<file path="config.mk">
export PLATFORM = sky130hd
export DESIGN_NAME = hb_deadband_guard
export DESIGN_NICKNAME = d
export VERILOG_FILES = /design/src/rtl/hb_deadband_guard.sv
export SDC_FILE = /design/constraint.sdc
export NUM_CORES = 1
export LEC_CHECK = 0
export ABC_AREA = 1
export BUFFER_PORTS_ARGS = -buffer_cell sky130_fd_sc_hd__clkbuf_2
export CAP_MARGIN = 20
export CORE_MARGIN = 10
export CORE_UTILIZATION = 51
export CTS_CLUSTER_DIAMETER = 40
export CTS_CLUSTER_SIZE = 12
export DETAILED_ROUTE_END_ITERATION = 10
export PLACE_DENSITY = 0.77
export SKIP_CTS_REPAIR_TIMING = 1
export SLEW_MARGIN = 0
export SYNTH_ARGS = -nofsm -noshare
export SYNTH_HDL_FRONTEND = slang
export SYNTH_SLANG_ARGS = --single-unit
export TNS_END_PERCENT = 20
</file>
<file path="constraint.sdc">
create_clock -name clk -period 2.9 [get_ports clk]
set_input_delay 0.58 -clock clk [delete_from_list [all_inputs] [get_ports clk]]
set_output_delay 0.58 -clock clk [all_outputs]
set_load 0.02 [all_outputs]
</file>
<file path="src/rtl/hb_deadband_guard.sv">
module hb_deadband_guard #(
  parameter int DT_W = 8
) (
  input  logic            clk,
  input  logic            rst_n,
  input  logic [2:0]      pwm_mode,
  input  logic            dt_force,
  input  logic [1:0]      dt_indep_sel,
  input  logic            st_flag_mask,
  input  logic [DT_W-1:0] dead_cycles,
  input  logic            fault_clr,
  input  logic            in_hi,
  input  logic            in_lo,
  output logic            out_hi,
  output logic            out_lo,
  output logic            xc_fault
);
  localparam logic [DT_W-1:0] CNT_MAX = '1;
  localparam logic [DT_W:0]   ONE_W   = (DT_W+1)'(1);

  logic [DT_W-1:0] gap_cnt;
  logic [DT_W:0]   gap_cmp;
  logic            adaptive, both_on, req_hi, req_lo, outs_off, allow;

  assign adaptive = (pwm_mode == 3'b000) && !dt_force && (dt_indep_sel == 2'b00);
  assign both_on  = in_hi & in_lo;
  assign req_hi   = in_hi & ~in_lo;
  assign req_lo   = in_lo & ~in_hi;
  assign outs_off = ~out_hi & ~out_lo;
  assign gap_cmp  = adaptive ? ({1'b0, gap_cnt} + ONE_W) : {1'b0, gap_cnt};
  assign allow    = (dead_cycles == '0) || (outs_off && (gap_cmp >= {1'b0, dead_cycles}));

  always_ff @(posedge clk) begin
    if (!rst_n) begin
      out_hi   <= 1'b0;
      out_lo   <= 1'b0;
      gap_cnt  <= '0;
      xc_fault <= 1'b0;
    end else begin
      out_hi <= req_hi & (out_hi | allow);
      out_lo <= req_lo & (out_lo | allow);

      if (!outs_off)
        gap_cnt <= '0;
      else if (!adaptive && !(req_hi | req_lo))
        gap_cnt <= '0;
      else if (gap_cnt != CNT_MAX)
        gap_cnt <= gap_cnt + 1'b1;

      if (both_on && !st_flag_mask)
        xc_fault <= 1'b1;
      else if (fault_clr)
        xc_fault <= 1'b0;
    end
  end
endmodule

</file>
## Yosys cells after proc, flatten, opt, wreduce, memory -nomap -nowiden

Index checks and enable logic that the tools add are counted.

| storage, ports and cells | value |
|---|---|
| word-level logic and storage cells | 41 |
| input port bits | 20 |
| flip-flop bits (word level) | 11 |

| operators by class | value |
|---|---|
| equal/unequal tests | 1 |
| $add $sub $neg | 2 |
| bitwise operators | 15 |
| reduce and logical (&&, ||, !) cells | 15 |
| order comparisons | 1 |
| muxes and demuxes | 3 |

Operators by type and width:

| kind | count |
|---|---|
| adder 8 x 1 -> 9 bit, second input constant | 1 |
| greater-or-equal comparator 9 x 8 -> 1 bit | 1 |
| 2-to-1 mux 9 bit | 1 |
| adder 8 x 1 -> 8 bit, second input constant | 1 |
| zero test 8 bit | 1 |
| inequality test 8 bit, second input constant | 1 |
| AND 1 bit | 6 |
| NOT 1 bit | 6 |
| logical AND 1 bit | 5 |
| zero test 1 bit | 4 |
| zero test 3 bit | 1 |
| bitwise OR 1 bit | 3 |
| OR reduction 3 bit | 1 |
| zero test 2 bit | 1 |
| 2-to-1 mux 1 bit | 2 |
| nonzero test 2 bit | 1 |
| logical OR 1 bit | 1 |

## Depth between registers and ports, before layout

Gate-level depths: netlist of the first run.

| logic depth | value |
|---|---|
| depth in word-level cells | 9 |
| gate-level depth with buffers | 18 |
| gate-level depth less buffers | 18 |

## Least setup slack after synthesis of the first run

Ideal clock, no wire load.

| path | value |
|---|---|
| path type | input port to flip-flop |
| start point | input pwm_mode[2] |
| end point | register out_hi |
| required time | 2.791 ns |
| path slack | 0.738 ns |
| stages | 18 |
| data arrival time | 2.053 ns |
| setup time | 0.109 ns |
| cell sequence | nor2_1 nand3_1 clkbuf_1 nand2_1 o21ai_0 ha_1 nand2_1 inv_1 nand2_1 nor2_1 nor2_1 nand2_1 nand2_1 nand2_1 nand2_1 nand3_1 nand2_1 inv_1 |

| between the ends | value |
|---|---|
| word-level cells in the longest chain between the ends | 9 |

Ends and longest elaborated chain:

| element | line | source |
|---|---|---|
| from (decl) | 6 | `input logic [2:0] pwm_mode,` |
| zero test 3 bit | 25 | `assign adaptive = (pwm_mode == 3'b000) && !dt_force && (dt_indep_sel == 2'b00);` |
| logical AND 1 bit (2 in series) | 25 |  |
| 2-to-1 mux 9 bit | 30 | `assign gap_cmp = adaptive ? ({1'b0, gap_cnt} + ONE_W) : {1'b0, gap_cnt};` |
| greater-or-equal comparator 9 x 8 -> 1 bit | 31 | `assign allow = (dead_cycles == '0) \|\| (outs_off && (gap_cmp >= {1'b0, dead_cycles}));` |
| logical AND 1 bit | 31 |  |
| logical OR 1 bit | 31 |  |
| bitwise OR 1 bit | 40 | `out_hi <= req_hi & (out_hi \| allow);` |
| AND 1 bit | 40 |  |
| to (signal assigned) | 40 |  |
| to (decl) | 14 | `output logic out_hi,` |

No other way between the ends.
A chain may end at the register's enable or synchronous reset.

## Worst setup path after layout of the first run

| path | value |
|---|---|
| start point | register gap_cnt[0] |
| end point | register out_hi |

| between the ends | value |
|---|---|
| word-level cells in the longest chain between the ends | 7 |

Ends and longest elaborated chain:

| element | line | source |
|---|---|---|
| from (decl) | 21 | `logic [DT_W-1:0] gap_cnt;` |
| from (signal assigned) | 48 | `gap_cnt <= gap_cnt + 1'b1;` |
| adder 8 x 1 -> 9 bit | 30 |  |
| 2-to-1 mux 9 bit * | 30 |  |
| greater-or-equal comparator 9 x 8 -> 1 bit * | 31 |  |
| logical AND 1 bit * | 31 |  |
| logical OR 1 bit * | 31 |  |
| bitwise OR 1 bit * | 40 |  |
| AND 1 bit * | 40 |  |

Every way passes the cells marked *; elsewhere a longest branch is shown, timed or not.

==> reports/results.txt, run 1 <==
The logs give 0.758 for the global placement routability congestion and 15 for the count of standard-cell rows. The proportion of synthesized area in mux cells was 0. The logs give 1 for the H-tree depth and 2.48 ns for the worst path arrival time. The tools report the post-synthesis instance total as 138. The tools report the static leakage as 0.660 nW.

Setup repair after global routing left no endpoint under its margin. The initial cell density of the core is 0.532, and the post-synthesis to final-layout area growth is 18.0%. The total of fill cells in the finished design was 160. Before antenna repair, the detailed router went through 4 iterations. The most frequent standard cell in the layout excluding fill and tap cells was nand2_1. The first global-routing pass estimated 3390 um of wire. Area taken by flip-flops and latches: 220 um^2. The share of cells above drive strength 1 was 0.196; the synthesized net count was 170. Dividing the detail-routed wire length by the instance count gives 10.1 um. Post-synthesis adder-cell area fraction: 0.165. The maximum buffer depth of the clock tree is 2. The flow ran to the end, and the final reports show no timing, DRC or antenna violations. The worst setup path is captured at a register. The number of antenna violations at the first check in global routing is 0. For the worst path required time, the log shows 3.07 ns. Counting distinct cell types in the post-synthesis netlist gives 23. The simple-gate share of the synthesized area is 0.274, and the Yosys warning count is 0. The sequential area share after synthesis was 0.242. The tool flagged a number of max-cap violations equal to 0.

In the final layout, the multi-input gates occupy 567 um^2. STA classifies the critical path startpoint as a register. In this run the remaining antenna-violating nets after routing total 0. TritonCTS built the clock tree.

The XOR/XNOR share of the synthesized area works out to 0.0675. The count of routing violations after the opening detailed-route iteration came out at 11. After detailed routing, the total wire length is 1900 um. The compound-gate portion of the synthesized area is 0.117. For the overall overflow remaining after global route, the log shows 0. CTS placed an instance of clkbuf_4 at the clock tree root. For the antenna diode count, the log shows 0. The final hold violation count was 0; the cell area power density was 284 nW/um^2.

For the cell area after synthesis, the log shows 908 um^2. Counting I/O delays and the setup requirement, the final critical path takes 2.31 ns. After synthesis, the largest family of logic cells by area is simple AND/OR/NAND/NOR gates. Register-to-register path setup slack: 0.59 ns.

The portion of the clock cycle consumed by the worst path in the final layout was 0.798. The min-delay analysis places its worst path in the category register to register. The critical path's most frequent cell was nand2_1. The tools report the detailed-placement wirelength estimate as 1660 um. The run gives 11 as the CTS sink count.

For this run, the top clock speed supported by timing is 432 MHz. Clock skew on the completed layout was measured at 0.00146 ns. Power comes to 304 uW. The run gives 0.238 mV as the maximum ir drop on the vdd rail.

The logs give 0 for the number of pins with negative max-slew slack in the final report and 3 for the number of buffers added by the clock tree synthesis step. The share of the core filled with cells in the final layout was 0.628; the routed via count divided by cell count was 4.62. Entering global routing, the biggest net connects 16 pins. The run gives 0 as the final setup violation count.

In the final timing run, aggregate negative setup slack is 0 ns. At the pin with the least slew margin, the transition time is 0.495 ns. The clock transition at the register clock pins on the worst setup and hold paths after CTS is 0.06 ns.

The tools report the worst relative slew slack as 0.669. The delay contributed by the slowest stage of the critical path was 0.43 ns; the critical-path maximum fanout was 5. For this run, design rule violations remaining after detail routing come to 0. The core region is 1710 um^2. Overall routing resource usage: 0.103. The tightest hold path in the finished design has a slack of 0.481 ns. The critical setup path kind is register to register. Via count of the first global-routing pass: 837.

The top cell types in the final layout, fill and taps aside, are nand2_1, inv_1, clkbuf_2. Detailed routing inserted a total of 869 vias. The critical path goes through ha_1 > nand3_2 > nor2_4 > xor2_1 > o21ai_0 > ha_1 > nand2_1 > inv_1 > nand2_1 > nor2_1 > nor2_1 > nand2_1 > nand2_1 > nand2_1 > nand2_1 > nand3_1 > nand2_1 > inv_1.

In this run the mean area of a mapped cell was 6.58 um^2. The width of the die came out at 62.2 um. The number of top-level pins came out at 23. In this run, synthesis produced a sequential element count of 11. The final layout contains 196 nets. The die is 62.2 um tall.

Port buffering added 22 buffers. The highest-delay cell along the critical path was dfxtp_1. The area of the die is 3870 um^2. For the worst-skew pair, the clock arrives at the later sink with an insertion delay of 0.26 ns.
==> cell families (layout without fill, tap and decap cells) <==
logic type / count (synthesis) / after routing
simple gates: 57 / 57
buf+inv: 32 / 57
compound gates: 19 / 19
fa+ha+maj: 12 / 12
flops: 11 / 11
xor+xnor: 7 / 7
==> synthesized netlist by cell type <==
cell	instances	share of area
xnor2_1	1	0.0096
o21a_1	1	0.0083
dfxtp_1	11	0.24
a21oi_1	7	0.039
nor4_1	2	0.014
inv_1	29	0.12
nor2_1	7	0.029
nor2_4	1	0.012
nand3_2	1	0.011
clkinv_2	1	0.0055
o21ai_0	7	0.039
a21o_1	1	0.0083
a21boi_0	1	0.0083
nand3_1	5	0.028
xor2_1	6	0.058
a21oi_2	1	0.0096
o21ai_1	1	0.0055
nor2_2	1	0.0069
nand2_1	39	0.16
clkbuf_1	1	0.0041
ha_1	12	0.17
inv_2	1	0.0041
nand2_4	1	0.012
==> final cells by class <==
cell class                 instances  share of cell area
multi-input combinational         95               0.529
sequential                        11               0.205
inverter                          31               0.110
timing repair buffer              22               0.103
tap                               25              0.0292
clock buffer                       4              0.0245
==> critical path, delay by kind of cell (launching register included) <==
kind / cells / cell delay (ns)
simple gates: 12 / 0.86
fa+ha+maj: 2 / 0.54
flops: 1 / 0.43
xor+xnor: 1 / 0.19
compound gates: 1 / 0.10
buf+inv: 2 / 0.09
==> metrics by stage <==
stage	std cells	worst slack, ns	instance area (um^2)
after floorplan	138	0.738	908
final	188	0.586	1070
after CTS	188	0.580	1070
after global routing	188	0.320	1070
after detailed placement	184	0.333	1050
after global placement	184	0.430	1050
==> power by group <==
part / leakage [nW] / internal, mW / switching (mW)
Sequential: 0.0890 / 0.154 / 0.00278
Clock: 0.0150 / 0.0532 / 0.0466
Combinational: 0.556 / 0.0223 / 0.0258
Total: 0.660 / 0.229 / 0.0751
==> worst paths after layout <==
path / startpoint / to / depth (start not counted)
worst min-delay path: xc_fault$_SDFFE_PN0P_ / xc_fault$_SDFFE_PN0P_ / 2
worst max register to register: gap_cnt[0]$_SDFFE_PP0P_ / out_hi$_SDFF_PN0_ / 18
worst min register to register: xc_fault$_SDFFE_PN0P_ / xc_fault$_SDFFE_PN0P_ / 2
worst max-delay path: gap_cnt[0]$_SDFFE_PP0P_ / out_hi$_SDFF_PN0_ / 18
==> flip-flops by register name, summed over array words and instances, names as in the netlist <==
signal    cells
xc_fault      1
out_hi        1
gap_cnt       8
out_lo        1
==> metal layers <==
layer	part of all wire	wire, um	track usage	vias to the layer above
met5	0	0	0	-
met4	0.026	50	0.0600	0
met3	0.064	122	0.0287	5
met2	0.47	900	0.181	28
met1	0.43	823	0.107	362
li1	-	-	-	474
No activity file was read; power rests on OpenSTA's default activity.
==> run 2, diff against run 1 <==
==> constraint.sdc (replaced) <==
create_clock -name clk -period 2.3 [get_ports clk]
set_input_delay 0.46 -clock clk [delete_from_list [all_inputs] [get_ports clk]]
set_output_delay 0.46 -clock clk [all_outputs]
set_load 0.02 [all_outputs]
==> run 2 against run 1 <==
Compared with the run above:
- first-iteration DRC count grew 55%
- combinational power grew 32%
- clock power grew 27%
- utilization grew 4.3 points
- die area is the same
- count of clock-buffer cells in the layout is the same
- global-route usage shrank 0.28 points
- sequential share of layout area shrank 0.78 points
- hold slack lost 0.015 ns
- largest power group unchanged
==> reports/results.txt, run 2 (same netlist as run 1, synthesis figures left out) <==
The largest individual stage delay along the critical path comes from the cell dfxtp_4. The register with the most flip-flops in the layout has 8 of them. The via count of the first global-routing pass is 854. After detailed placement, the total cell area comes to 1050 um^2.

The slew of the pin with the lowest slew margin is 0.270 ns, and the portion of the clock cycle consumed by the worst path in the final layout is 0.927. The number of antenna diodes in the final layout is 0. The tools report the worst relative slew slack as 0.819. For the final hold violation count, the log shows 0.

At the worst endpoint, the arrival time is 2.30 ns. The critical-path maximum fanout was 5; the overall routing resource usage was 0.100. In the layout the commonest cells are nand2_1, inv_1, clkbuf_2. Core box area: 1710 um^2.

The cell area power density works out to 339 nW/um^2. For this block, the via count after detailed routing is 886. Relative to the synthesized area, the layout overhead comes to 26.2%. At the placement stage, the worst setup path has a slack of 0.0732 ns. The floorplan has 15 rows. The die is 62.2 um wide. The insertion delay of the later-clocked pin in the worst-skew pair was 0.26 ns; the vertical extent of the die was 62.2 um.

TritonCTS built the clock tree. Across the run, the number of max-cap violations was 0. Among cell families on the critical path, the largest total delay comes from simple AND/OR/NAND/NOR gates. Counting both buffers and inverters, the worst setup path holds a total of 2. In this run the remaining antenna-violating nets after routing total 0. The share of cells above drive strength 1 is 0.253, and the CTS sink count is 11.

The overall overflow remaining after global route is 0. The run gives 0.777 as the global placement routability congestion. After detailed routing, the number of remaining DRC violations is 0. Summed over all nets, the half-perimeter wirelength after detailed placement is 1680 um. The shortest period the worst path allows works out to 2.13 ns. In this run the static leakage power is 0.684 nW.

The first global-routing pass estimated 3330 um of wire. The net count of the finished layout is 199. The H-tree depth is 1.

Once layout is complete, the cells apart from fillers number 191. The average routed wire per standard cell came out at 10.8 um. The register with the most flip-flops in the final layout is gap_cnt.

Input and output buffers added on the ports amount to 22. The worst setup path is launched from a register. The number of top-level pins was 23. The cell count after placement was 185. For the initial cell density of the core, the log shows 0.532.

The clock tree root buffer cell was clkbuf_4. After layout, the worst setup slack is 0.167 ns. Worst hold path class: input port to register.

The run gives 0 as the number of pins with negative max-slew slack in the final report. Dividing the detail-routed via count by the number of cells gives 4.64. On the final layout, the worst clock skew is 0.00257 ns. The first routing iteration left 17 violations. STA classifies the critical path endpoint as a register. The number of detailed-routing iterations run before antenna repair was 4. For the sum of negative setup slack, the log shows 0 ns.

The tools report the number of buffers added by the clock tree synthesis step as 3. The library cell used most frequently in the layout, excluding fill and tap cells, is nand2_1. The tools report the number of antenna violations at the first check in global routing as 0. The highest clock frequency the design can meet is 469 MHz, and the maximum buffer depth of the clock tree is 2. The post-layout instance area is 1150 um^2.

The critical path in this run is classified as register to register. The final layout contains routed wiring with a total length of 2060 um. The worst path required time is 2.47 ns, and the delay contributed by the slowest stage of the critical path is 0.38 ns.

Clock-pin slew was measured on the worst setup and hold paths at 0.07 ns. Entering global routing, the biggest net connects 16 pins. In this design, the critical path's most frequently occurring cell is nand2_1. The floorplan step defined a die boundary enclosing 3870 um^2. Setup violations remaining at the end of the flow were counted as 0.

The signal on the critical path passes through ha_4 > nand3_4 > nor2_4 > xor2_1 > o21ai_1 > ha_1 > nand2_1 > inv_1 > nand2_1 > nor2_1 > nor2_1 > nand2_1 > nand2_1 > nand2_1 > nand2_1 > nand3_1 > nand2_1 > inv_1. The run gives 0.285 mV as the maximum ir drop on the vdd rail. The run finished with clean final reports.
-- run 2: path summary, 6_finish.rpt --
path	from	cells past startpoint	endpoint	slack, ns
min reg2reg	xc_fault$_SDFFE_PN0P_	2	xc_fault$_SDFFE_PN0P_	0.50
max reg2reg	gap_cnt[0]$_SDFFE_PP0P_	18	out_hi$_SDFF_PN0_	0.17
max	gap_cnt[0]$_SDFFE_PP0P_	18	out_hi$_SDFF_PN0_	0.17
min	st_flag_mask	4	xc_fault$_SDFFE_PN0P_	0.47
-- run 2: where the power goes --
part | internal (mW) | switching [mW] | leakage (nW) | total [mW]
Sequential | 0.194 | 0.00460 | 0.0906 | 0.199
Clock | 0.0670 | 0.0600 | 0.0150 | 0.127
Combinational | 0.0298 | 0.0336 | 0.578 | 0.0634
-- run 2: metrics by stage --
stage           util  hold slack (ns)  power, mW
2_1_floorplan      -            0.480      0.235
3_3_place_gp   0.617            0.465      0.261
3_5_place_dp   0.617            0.493      0.263
4_1_cts        0.632            0.469      0.391
5_1_grt        0.671            0.484      0.421
6_report       0.671            0.466      0.389
-- run 2: metal layers --
metal / global-route usage / wire (um)
met1: 0.101 / 854
met4: 0.0486 / 19
met3: 0.0323 / 141
met2: 0.181 / 1050
met5: 0 / 0
-- run 2: layout make-up --
type	instances	area, um^2
Clock buffer	4	26.3
Fill cell	148	562
Inverter	31	118
Multi-Input combinational cell	95	612
Sequential cell	11	226
Tap cell	25	31.3
Timing Repair Buffer	25	133
-- run 2: worst reg2reg max path: stages (launching register included) --
cell	delay, ns
dfxtp_4	0.38
ha_4	0.16
nand3_4	0.10
nor2_4	0.14
xor2_1	0.18
o21ai_1	0.08
ha_1	0.30
nand2_1	0.07
inv_1	0.04
nand2_1	0.05
nor2_1	0.03
nor2_1	0.07
nand2_1	0.06
nand2_1	0.06
nand2_1	0.04
nand2_1	0.09
nand3_1	0.08
nand2_1	0.06
inv_1	0.03
==> run 3, diff against run 2 <==
--- a/config.mk
+++ b/config.mk
@@ -5,13 +5,12 @@
 export SDC_FILE = /design/constraint.sdc
 export NUM_CORES = 1
 export LEC_CHECK = 0
-export ABC_AREA = 1
 export BUFFER_PORTS_ARGS = -buffer_cell sky130_fd_sc_hd__clkbuf_2
 export CAP_MARGIN = 20
 export CORE_MARGIN = 10
 export CORE_UTILIZATION = 51
 export CTS_CLUSTER_DIAMETER = 40
-export CTS_CLUSTER_SIZE = 12
+export CTS_CLUSTER_SIZE = 10
 export DETAILED_ROUTE_END_ITERATION = 10
 export PLACE_DENSITY = 0.77
 export SKIP_CTS_REPAIR_TIMING = 1
==> run 3 against run 2 <==
Compared with the run above:
- fmax rose by 0.25%
- highest routed layer unchanged
- final area fell by 1.9%
- largest power group unchanged
- sequential cell count did not move
- cell count fell by 14%
- sequential share of layout area rose by 0.26 points
- largest cell class unchanged
- first-iteration DRC count fell by 35%
- critical path type unchanged
- critical endpoint unchanged
- count of clock-buffer cells in the layout did not move
==> reports/results.txt, run 3 <==
The run finished with clean final reports. The finished layout holds 165 standard cells, fillers aside. The pre-antenna-repair detailed-routing pass consisted of 4 iterations. The total net switching power is 102 uW, and the width of the die is 62 um.

The tools report the share of total power in combinational logic as 0.159. The tools report the clock tree root buffer cell as clkbuf_4. The flip-flop and latch count after synthesis is 11, and the worst path arrival time is 2.28 ns. The logs give 2.45 ns for the worst path required time and 2 for the maximum buffer depth of the clock tree. The commonest cells after synthesis are nand2_1, ha_1, dfxtp_1, inv_1. Setup repair after global routing left no endpoint under its margin. The cell area power density was 351 nW/um^2. The number of antenna violations at the first check in global routing is 0. The run gives 0.503 as the portion of total power attributed to sequential cells. The mapped netlist covers 900 um^2. By area the synthesized netlist is led by dfxtp_1, ha_1, xnor2_1, nand2_1, a21oi_1. Across the run, the number of max-cap violations was 0. The clock group share of total power was 0.339. The compound-gate portion of the synthesized area came out at 0.138. The worst setup path is captured at a register. For the wire length after detailed routing, the log shows 1960 um. In this run the worst hold path is classified as input port to register. The area growth from synthesis to layout is 25.0%.

By area, the combinational part of the netlist is dominated by simple AND/OR/NAND/NOR gates. Among all cell types in the netlist, the one instantiated most often is nand2_1. The final setup violation count was 0. For the H-tree depth, the log shows 1.

The tools report the first-pass GRT wire length as 3170 um. The critical path is of the register to register type. The worst setup path is launched from a register.

The fraction of power spent switching nets is 0.258. Yosys mapped the design onto 31 distinct sky130hd cell types. Prior to clock tree synthesis, the placed netlist has a worst setup slack of -0.0183 ns.

The core box area is 1710 um^2. The most frequent standard cell in the layout excluding fill and tap cells is clkbuf_2. Derived from the worst setup path, the maximum achievable clock frequency is 470 MHz. The HPWL after detailed placement is 1720 um. The largest net degree at the start of global routing came out at 9.

The CTS sink count is 11, and the Yosys warning count is 0. The overall routing resource usage is 0.111, and the fraction of registers with async set/reset is 0. The sequential area share after synthesis is 0.245, and the overall via count from detail_route is 810. Internal power comes to 293 uW. The share of Yosys cell area claimed by the top area cell type works out to 0.245. The slew of the pin with the lowest slew margin was 0.418 ns. For the static leakage, the log shows 0.533 nW. The simple-gate share of the synthesized area was 0.248; the worst relative slew slack was 0.719. Clock tree synthesis inserted a total of 3 buffers.

At the end of routability-driven placement, the weighted congestion stood at 0.832. The XOR/XNOR share of the synthesized area came out at 0.117. Yosys mapped a number of flops with a built-in enable equal to 0.

For the worst path setup slack after routing, the log shows 0.172 ns. Main flop type after synthesis: dfxtp_1. The via count of the first global-routing pass was 796.

For the worst clock skew, the log shows 0.00395 ns. The final hold violation count was 0; the share of cells above drive strength 1 was 0.300. For the overall overflow remaining after global route, the log shows 0.

The post-synthesis adder-cell area fraction works out to 0.167. Counting every instance in the synthesized netlist gives 112. Counting every net in the synthesized netlist gives 144.

The sum of negative setup slack was 0 ns; the count of standard-cell rows was 15. After synthesis, the mean cell area works out to 8.03 um^2. Clock-pin slew was measured on the worst setup and hold paths at 0.07 ns. The antenna diode count was 0.

More flip-flops sit in one register than any other, and that register is gap_cnt. Area of the die: 3840 um^2. The count of buffers added on input and output ports is 22. Counting I/O delays and the setup requirement, the final critical path takes 2.13 ns.

Dividing the detail-routed via count by the number of cells gives 4.91. In the layout the commonest cells are clkbuf_2, nand2_1, inv_1, ha_1. After the last flow step, the layout net total stands at 173. For the number of pins with negative max-slew slack in the final report, the log shows 0. The count of routing violations after the opening detailed-route iteration is 11. Pin placement for this block handled 23 I/O pins.

The average routed wire per standard cell is 11.9 um, and the vertical extent of the die is 62 um. The portion of the clock cycle consumed by the worst path in the final layout is 0.925. The proportion of synthesized area in mux cells was 0.0111; the critical-path maximum fanout was 5.

TritonCTS built the clock tree. For the cell count after placement, the log shows 161. Total power for the finished layout comes to 395 uW.

The cell type with the largest total area after synthesis is dfxtp_1. In this run the remaining antenna-violating nets after routing total 0. For the initial cell density of the core, the log shows 0.527. In the routed design, unresolved DRC markers number 0.

The flip-flop count of the largest register after layout was 8; the maximum ir drop on the vdd rail was 0.317 mV. The clock reaches the later pin of the worst-skew pair after 0.27 ns.
## run 3: changes by cell type after synthesis, sizes merged, moves of 4 or more
| cell | delta |
|---|---|
| o21ai | -8 |
| buf | +4 |
| xnor2 | +8 |
| nand2 | -26 |
| inv | -19 |
## run 3: worst max-delay path, stage by stage (launching register included)
cell and delay (ns):
dfxtp_4 0.38, and3_4 0.19, and3_2 0.24, nand4_1 0.12, xnor2_1 0.16, ha_1 0.30
nand3_1 0.12, nor2_1 0.08, a2111oi_4 0.29, a31oi_1 0.12
## run 3: cells by family after synthesis
kind of cell / after synthesis
fa+ha+maj: 12
compound gates: 19
flops: 11
simple gates: 42
xor+xnor: 12
buf+inv: 15
mux: 1
## run 3: through the flow
step	cell area [um^2]	util	hold slack [ns]
6_report	1120	0.659	0.443
5_1_grt	1120	0.659	0.457
4_1_cts	1090	0.636	0.442
3_5_place_dp	1060	0.621	0.547
3_3_place_gp	1060	0.621	0.542
2_1_floorplan	900	-	0.514
## run 3: per-layer routing
layer | wire length (um) | vias up | part of all wire | track usage
met5 | 0 | - | 0 | 0
met4 | 21 | 0 | 0.011 | 0.0478
met3 | 92 | 4 | 0.047 | 0.0264
met2 | 1030 | 10 | 0.52 | 0.209
met1 | 821 | 357 | 0.42 | 0.112
li1 | - | 439 | - | -
## run 3: final cells by class
type                    count  area, um^2
fillers                   139         583
clock buffers               4        26.3
flip-flops and latches     11         225
multi-input cells          86         646
inverters                  11        41.3
well taps                  25        31.3
repair buffers             28         155
## run 3: path summary, 6_finish.rpt
check,startpoint,endpoint,slack [ns],cells after the start
worst min register to register,gap_cnt[1]$_SDFFE_PP0P_,gap_cnt[1]$_SDFFE_PP0P_,0.55,2
worst max register to register,gap_cnt[0]$_SDFFE_PP0P_,out_hi$_SDFF_PN0_,0.17,9
worst max-delay path,gap_cnt[0]$_SDFFE_PP0P_,out_hi$_SDFF_PN0_,0.17,9
worst min-delay path,rst_n,xc_fault$_SDFFE_PN0P_,0.44,2
## run 3: power by group through the flow
stage / clock network, mW / registers (mW) / logic (mW)
2_1_floorplan: 0 / 0.202 / 0.0322
3_3_place_gp: 0 / 0.202 / 0.0580
3_5_place_dp: 0 / 0.202 / 0.0619
4_1_cts: 0.137 / 0.197 / 0.0622
5_1_grt: 0.149 / 0.199 / 0.0718
6_report: 0.134 / 0.199 / 0.0626
